===== src/rtl/tcq_pkg.sv =====
`timescale 1ns/1ps
package tcq_pkg;

  localparam int unsigned NUM_GROUPS = 2;
  localparam int unsigned GRP_W      = $clog2(NUM_GROUPS);
  localparam int unsigned GRP_ADDR   = 0;
  localparam int unsigned GRP_DATA   = 1;

  typedef enum logic [1:0] {
    ST_IDLE   = 2'd0,
    ST_DETECT = 2'd1,
    ST_PULSE  = 2'd2,
    ST_BUSY   = 2'd3
  } tcq_state_e;

endpackage


===== src/rtl/tcq_clk_monitor.sv =====
`timescale 1ns/1ps
module tcq_clk_monitor #(
  parameter int unsigned MON_CYC = 250
) (
  input  logic clk,
  input  logic rst_n,
  input  logic tick,
  output logic alive
);

  localparam int unsigned CW = $clog2(MON_CYC + 1);
  localparam logic [CW-1:0] LOAD = CW'(MON_CYC);

  logic [CW-1:0] cnt_q, cnt_d;
  logic          cnt_en;

  always_comb begin
    cnt_en = tick | (cnt_q != '0);
    cnt_d  = cnt_q;
    if (tick) begin
      cnt_d = LOAD;
    end else if (cnt_q != '0) begin
      cnt_d = cnt_q - 1'b1;
    end
  end

  always_ff @(posedge clk or negedge rst_n) begin
    if (!rst_n) begin
      cnt_q <= '0;
    end else if (cnt_en) begin
      cnt_q <= cnt_d;
    end
  end

  assign alive = (cnt_q != '0);

endmodule


===== src/rtl/tcq_qualify.sv =====
`timescale 1ns/1ps
module tcq_qualify #(
  parameter int unsigned NG = tcq_pkg::NUM_GROUPS
) (
  input  logic [NG-1:0] closed,
  input  logic          inhibit0,
  input  logic          inhibit1,
  input  logic          sel_n,
  input  logic          setup_inh,
  input  logic          clk_alive,
  output logic [NG-1:0] grp_ok,
  output logic          any_ok
);

  logic gates_open;

  assign gates_open = ~inhibit0 & ~inhibit1 & sel_n & ~setup_inh & clk_alive;

  // A group qualifies only when no other group reports a closure.
  for (genvar g = 0; g < NG; g++) begin : g_grp
    logic [NG-1:0] self_mask;
    assign self_mask = {{(NG-1){1'b0}}, 1'b1} << g;
    assign grp_ok[g] = gates_open & closed[g] & ~|(closed & ~self_mask);
  end

  assign any_ok = gates_open & (|closed);

endmodule


===== src/rtl/tcq_sequencer.sv =====
`timescale 1ns/1ps
module tcq_sequencer
  import tcq_pkg::*;
#(
  parameter int unsigned NG          = NUM_GROUPS,
  parameter int unsigned DETECT_CYC  = 475000,
  parameter int unsigned PULSE_CYC   = 25,
  parameter int unsigned LOCKOUT_CYC = 6000000
) (
  input  logic                clk,
  input  logic                rst_n,
  input  logic [NG-1:0]       grp_ok,
  input  logic                any_ok,
  input  logic                clk_alive,
  input  logic                setup_inh,
  output logic                accept,
  output logic [GRP_W-1:0]    accept_grp,
  output tcq_state_e          state
);

  localparam int unsigned MAX_A  = (DETECT_CYC > PULSE_CYC) ? DETECT_CYC : PULSE_CYC;
  localparam int unsigned MAX_CY = (MAX_A > LOCKOUT_CYC) ? MAX_A : LOCKOUT_CYC;
  localparam int unsigned CW     = $clog2(MAX_CY + 1);
  localparam logic [CW-1:0] DET_LOAD  = CW'(DETECT_CYC - 1);
  localparam logic [CW-1:0] PUL_LOAD  = CW'(PULSE_CYC - 1);
  localparam logic [CW-1:0] LOCK_LOAD = CW'(LOCKOUT_CYC - 1);

  tcq_state_e        st_q, st_d;
  logic [CW-1:0]     cnt_q, cnt_d;
  logic [GRP_W-1:0]  grp_q, grp_d, grp_pick;
  logic              pick_any;
  logic              acc_q, acc_d;
  logic              seq_en;

  // Lowest-numbered qualifying group; groups are exclusive by construction.
  always_comb begin
    grp_pick = '0;
    pick_any = 1'b0;
    for (int g = NG - 1; g >= 0; g--) begin
      if (grp_ok[g]) begin
        grp_pick = GRP_W'(g);
        pick_any = 1'b1;
      end
    end
  end

  always_comb begin
    st_d  = st_q;
    cnt_d = cnt_q;
    grp_d = grp_q;
    acc_d = 1'b0;
    unique case (st_q)
      ST_IDLE: begin
        if (pick_any) begin
          st_d  = ST_DETECT;
          grp_d = grp_pick;
          cnt_d = DET_LOAD;
        end
      end
      ST_DETECT: begin
        if (!grp_ok[grp_q]) begin
          st_d = ST_IDLE;
        end else if (cnt_q == '0) begin
          st_d  = ST_PULSE;
          cnt_d = PUL_LOAD;
          acc_d = 1'b1;
        end else begin
          cnt_d = cnt_q - 1'b1;
        end
      end
      ST_PULSE: begin
        if (!clk_alive || setup_inh) begin
          st_d = ST_IDLE;
        end else if (cnt_q == '0) begin
          st_d  = ST_BUSY;
          cnt_d = LOCK_LOAD;
        end else begin
          cnt_d = cnt_q - 1'b1;
        end
      end
      ST_BUSY: begin
        if (!clk_alive) begin
          st_d = ST_IDLE;
        end else if (any_ok) begin
          cnt_d = LOCK_LOAD;
        end else if (cnt_q == '0) begin
          st_d = ST_IDLE;
        end else begin
          cnt_d = cnt_q - 1'b1;
        end
      end
      default: st_d = ST_IDLE;
    endcase
  end

  assign seq_en = (st_q != ST_IDLE) | pick_any | acc_q;

  always_ff @(posedge clk or negedge rst_n) begin
    if (!rst_n) begin
      st_q  <= ST_IDLE;
      cnt_q <= '0;
      grp_q <= '0;
      acc_q <= 1'b0;
    end else if (seq_en) begin
      st_q  <= st_d;
      cnt_q <= cnt_d;
      grp_q <= grp_d;
      acc_q <= acc_d;
    end
  end

  assign accept     = acc_q;
  assign accept_grp = grp_q;
  assign state      = st_q;

endmodule


===== src/rtl/touch_closure_qualifier.sv =====
`timescale 1ns/1ps
module touch_closure_qualifier
  import tcq_pkg::*;
#(
  parameter int unsigned DETECT_CYC  = 475000,
  parameter int unsigned PULSE_CYC   = 25,
  parameter int unsigned LOCKOUT_CYC = 6000000,
  parameter int unsigned MON_CYC     = 250
) (
  input  logic clk_i,
  input  logic rst_n_i,
  input  logic ref_tick_i,
  input  logic addr_closed_i,
  input  logic data_closed_i,
  input  logic inhibit0_i,
  input  logic inhibit1_i,
  input  logic sel_n_i,
  input  logic setup_inh_i,
  output logic accept_o,
  output logic accept_is_data_o
);

  logic                   rst_meta_n, rst_sync_n;
  logic [NUM_GROUPS-1:0]  closed_vec;
  logic [NUM_GROUPS-1:0]  grp_ok;
  logic                   any_ok;
  logic                   clk_alive;
  logic                   seq_accept;
  logic [GRP_W-1:0]       seq_grp;
  tcq_state_e             seq_state;

  // Reset asserts at once, releases on the clock.
  always_ff @(posedge clk_i or negedge rst_n_i) begin
    if (!rst_n_i) begin
      rst_meta_n <= 1'b0;
      rst_sync_n <= 1'b0;
    end else begin
      rst_meta_n <= 1'b1;
      rst_sync_n <= rst_meta_n;
    end
  end

  always_comb begin
    closed_vec           = '0;
    closed_vec[GRP_ADDR] = addr_closed_i;
    closed_vec[GRP_DATA] = data_closed_i;
  end

  tcq_clk_monitor #(
    .MON_CYC (MON_CYC)
  ) i_mon (
    .clk   (clk_i),
    .rst_n (rst_sync_n),
    .tick  (ref_tick_i),
    .alive (clk_alive)
  );

  tcq_qualify #(
    .NG (NUM_GROUPS)
  ) i_qual (
    .closed    (closed_vec),
    .inhibit0  (inhibit0_i),
    .inhibit1  (inhibit1_i),
    .sel_n     (sel_n_i),
    .setup_inh (setup_inh_i),
    .clk_alive (clk_alive),
    .grp_ok    (grp_ok),
    .any_ok    (any_ok)
  );

  tcq_sequencer #(
    .NG          (NUM_GROUPS),
    .DETECT_CYC  (DETECT_CYC),
    .PULSE_CYC   (PULSE_CYC),
    .LOCKOUT_CYC (LOCKOUT_CYC)
  ) i_seq (
    .clk        (clk_i),
    .rst_n      (rst_sync_n),
    .grp_ok     (grp_ok),
    .any_ok     (any_ok),
    .clk_alive  (clk_alive),
    .setup_inh  (setup_inh_i),
    .accept     (seq_accept),
    .accept_grp (seq_grp),
    .state      (seq_state)
  );

  assign accept_o         = seq_accept;
  assign accept_is_data_o = seq_accept & (seq_grp == GRP_W'(GRP_DATA));

endmodule


===== config.mk =====
export PLATFORM = sky130hd
export DESIGN_NAME = touch_closure_qualifier
export DESIGN_NICKNAME = d
export VERILOG_FILES = /design/src/rtl/tcq_pkg.sv /design/src/rtl/tcq_clk_monitor.sv /design/src/rtl/tcq_qualify.sv /design/src/rtl/tcq_sequencer.sv /design/src/rtl/touch_closure_qualifier.sv
export SDC_FILE = /design/constraint.sdc
export NUM_CORES = 1
export LEC_CHECK = 0
export BUFFER_PORTS_ARGS = -buffer_cell sky130_fd_sc_hd__buf_2
export CORE_ASPECT_RATIO = 0.9
export CORE_MARGIN = 1.5
export CORE_UTILIZATION = 44
export CTS_CLUSTER_SIZE = 28
export DETAILED_ROUTE_END_ITERATION = 8
export PLACE_DENSITY_LB_ADDON = 0.08
export RECOVER_POWER = 100
export SLEW_MARGIN = 0
export SYNTH_ARGS = -nofsm -noshare
export SYNTH_HDL_FRONTEND = slang
export SYNTH_SLANG_ARGS = --single-unit

===== constraint.sdc =====
create_clock -name clk_i -period 1.4 [get_ports clk_i]
set_input_delay 0.28 -clock clk_i [delete_from_list [all_inputs] [get_ports clk_i]]
set_output_delay 0.28 -clock clk_i [all_outputs]
set_load 0.01 [all_outputs]

==> flow_metrics.tcl <==
set metrics [dict create \
    status "finished, violations left" \
    violations "setup timing" \
    final-setup-viol-count 35 \
    num-nets-final 463 \
    grt_antenna_before_repair 0 \
    ys_async_sr_fraction_pct 100 \
    syn_inst 308 \
    ios 11 \
    finalHoldViolCount 0 \
    antenna_cells 0 \
    crit_required_ns 1.61 \
    dr.pass1.iters 5 \
    cts_tree "done" \
    clk_pin_slew_worst_paths_ns 0.08 \
    wirelength_mm 10.3 \
    synth.distinct_cells 54 \
    ys_seq_elements 37 \
    core-area_um2 5630 \
    wl_met2_mm 4.82 \
    slew_headroom_pct 39.0 \
    die_area_um2 6220 \
    ant_nets 0 \
    grt_max_degree 36 \
    cts_sinks 37 \
    synth_edf_count 0 \
    yosysWarnings 0 \
    fillers 358 \
    final_area_um2 4340 \
    leakage_nw 1.83 \
    die_w_um 83.0 \
    vias_per_cell 6.11 \
    synthFlopType "dfrtp_1" \
    fin_setup_tns_ns -27.82 \
    period_minus_slack_ns 2.45 \
    tightest_slew_ns 0.916 \
    cts_root_buf "clkbuf_8" \
    cts.htree.levels 2 \
    port_buffers 10 \
    area_growth_pct 71.6 \
    cts_inserted_buffers 5 \
    ir_drop_v 0.00118 \
    rsz0062_at_grt "yes" \
    cp-end-kind "register" \
    dpl-instance-area_um2 3580 \
    drive_gt1_share_pct 52.7 \
    routed-via-count 3192 \
    wl_met3_um 676 \
    grt_overflow 0 \
    die_y_um 75.0 \
    place_hpwl_mm 6.15 \
    slew_viol_final 0 \
    track_usage_pct 31.3 \
    rows 26 \
    cts_buffer_depth 2 \
    critPathArrivalTime_ns 2.65 \
    dr.max_layer_used "met4" \
    regArea_um2 926 \
    drtIter0Drc 345 \
    grt_pass1_vias 2988 \
    grt_pass1_wl_mm 15.3 \
    layout_setup_ws_ns -1.05 \
    netlist_area_um2 2530 \
    critPathKind "reg2reg" \
    cp_max_fo 5 \
    fin_skew_ns 0.0128 \
    hp-class "in2reg" \
    cp-start-kind "register" \
    wl_met1_mm 4.44 \
    cap_violations 0 \
    wl_per_cell_um 19.7 \
    clock_latency_ns 0.30 \
    multi_input_area_um2 1930 \
    power.density_nw_per_um2 1290 \
    fmax_ghz 0.409 \
    syn_area_per_cell_um2 8.22 \
    synth_nets 320 \
    drc 0 \
    fin_crit_sh_pct 175 \
    ys_seq_area_share_pct 36.6 \
    start_util_pct 45.0 \
    routabilityCongestion 0.923 \
]
cell usage after synthesis (7+ instances only):
master	number	area share, %
nor2_1	39	5.8
nand2_1	20	3.0
or4_1	8	2.4
a22o_1	8	2.8
clkbuf_1	7	1.0
nor3_1	13	2.6
inv_1	14	2.1
dfrtp_1	37	37
nand2b_1	8	2.0
nor4_1	10	2.5
a21oi_1	19	3.8
o21ai_0	33	6.5
through the flow:
| stage | util, % | worst slack, ns | total power [W] | hold slack [ns] | cells |
|---|---|---|---|---|---|
| 2_1_floorplan | - | -1.01 | 0.00250 | -0.0156 | 308 |
| 3_3_place_gp | 63.7 | -1.04 | 0.00359 | 0.0656 | 495 |
| 3_5_place_dp | 63.7 | -1.04 | 0.00361 | 0.0699 | 495 |
| 4_1_cts | 74.5 | -0.968 | 0.00536 | 0.234 | 520 |
| 5_1_grt | 77.2 | -1.12 | 0.00585 | 0.266 | 522 |
| 6_report | 77.2 | -1.05 | 0.00559 | 0.248 | 522 |
cells in the final DEF, fill, tap and decap left out, drive strengths merged, types with 3 or more instances in the layout:
master,n
a211o,3
a21oi,19
a22o,8
a22oi,4
a31oi,5
a32o,5
buf,146
clkbuf,10
clkinv,3
dfrtp,37
ha,3
inv,14
nand2,20
nand2b,8
nand4,3
nor2,39
nor3,13
nor3b,3
nor4,10
o211ai,3
o21ai,34
o2bb2ai,6
o31ai,3
o41ai,5
or3,3
or3b,4
or4,9
xnor2,4
registers in the layout (all words and copies together) (netlist names):
| name | flops |
|---|---|
| rst_meta_n | 1 |
| rst_sync_n | 1 |
| i_seq.accept | 1 |
| i_seq.state | 2 |
| i_seq.accept_grp | 1 |
| i_seq.cnt_q | 23 |
| i_mon.cnt_q | 8 |
cells by family after synthesis:
group           synth area share (%)
simple gates                    25.8
compound gates                  28.6
flops                           36.6
buf+inv                         5.29
xor+xnor                        1.73
fa+ha+maj                       1.48
other cells                    0.148
mux                            0.395
layer usage:
| metal | up-vias | global-route usage [%] |
|---|---|---|
| met5 | - | 0 |
| met4 | 0 | 12.6 |
| met3 | 43 | 5.15 |
| met2 | 169 | 50.6 |
| met1 | 1530 | 42.7 |
| li1 | 1450 | - |
power breakdown:
group	total [W]	leakage [nW]	switching (W)	internal (W)
clock network	0.000827	0.0512	0.000427	0.000400
logic	0.00344	1.36	0.00176	0.00169
registers	0.00132	0.416	0.000114	0.00121
total	0.00559	1.83	0.00230	0.00330
cell type report:
class / count / area share [%]
Clock buffer: 6 / 1.90
Tap cell: 70 / 2.02
Timing Repair Buffer: 151 / 28.7
Sequential cell: 37 / 21.3
Clock inverter: 2 / 0.317
Inverter: 15 / 1.30
Multi-Input combinational cell: 241 / 44.5
timing repair:
item / CTS / global route
cloned: 3 / 1
buffers inserted: 13 / 8
gates resized for setup: 82 / 45
pin swaps: 27 / 25
hold buffers: 1 / 0
hold endpoints to repair: 2 / 0
setup endpoints to repair: 35 / 36
worst paths after layout:
check | start | endpoint | slack (ns) | cells past startpoint
max | i_seq.cnt_q[17] | i_seq.state[0] | -1.05 | 7
min | ref_tick_i | i_mon.cnt_q[2] | 0.25 | 2
max reg2reg | i_seq.cnt_q[17] | i_seq.state[0] | -1.05 | 7
min reg2reg | rst_meta_n | rst_sync_n | 0.37 | 0
max in group asynchronous | rst_sync_n | i_mon.cnt_q[0] | 0.37 | 1
min in group asynchronous | rst_n_i | rst_sync_n | 0.29 | 2
critical path: stages, from the launching register on:
cell,delay [ns]
dfrtp_1,0.40
or4_1,0.61
nor3_4,0.23
nand4_1,0.24
buf_6,0.20
or3_4,0.32
a21o_1,0.19
a22oi_1,0.16
(Power assumes the default switching activity.)
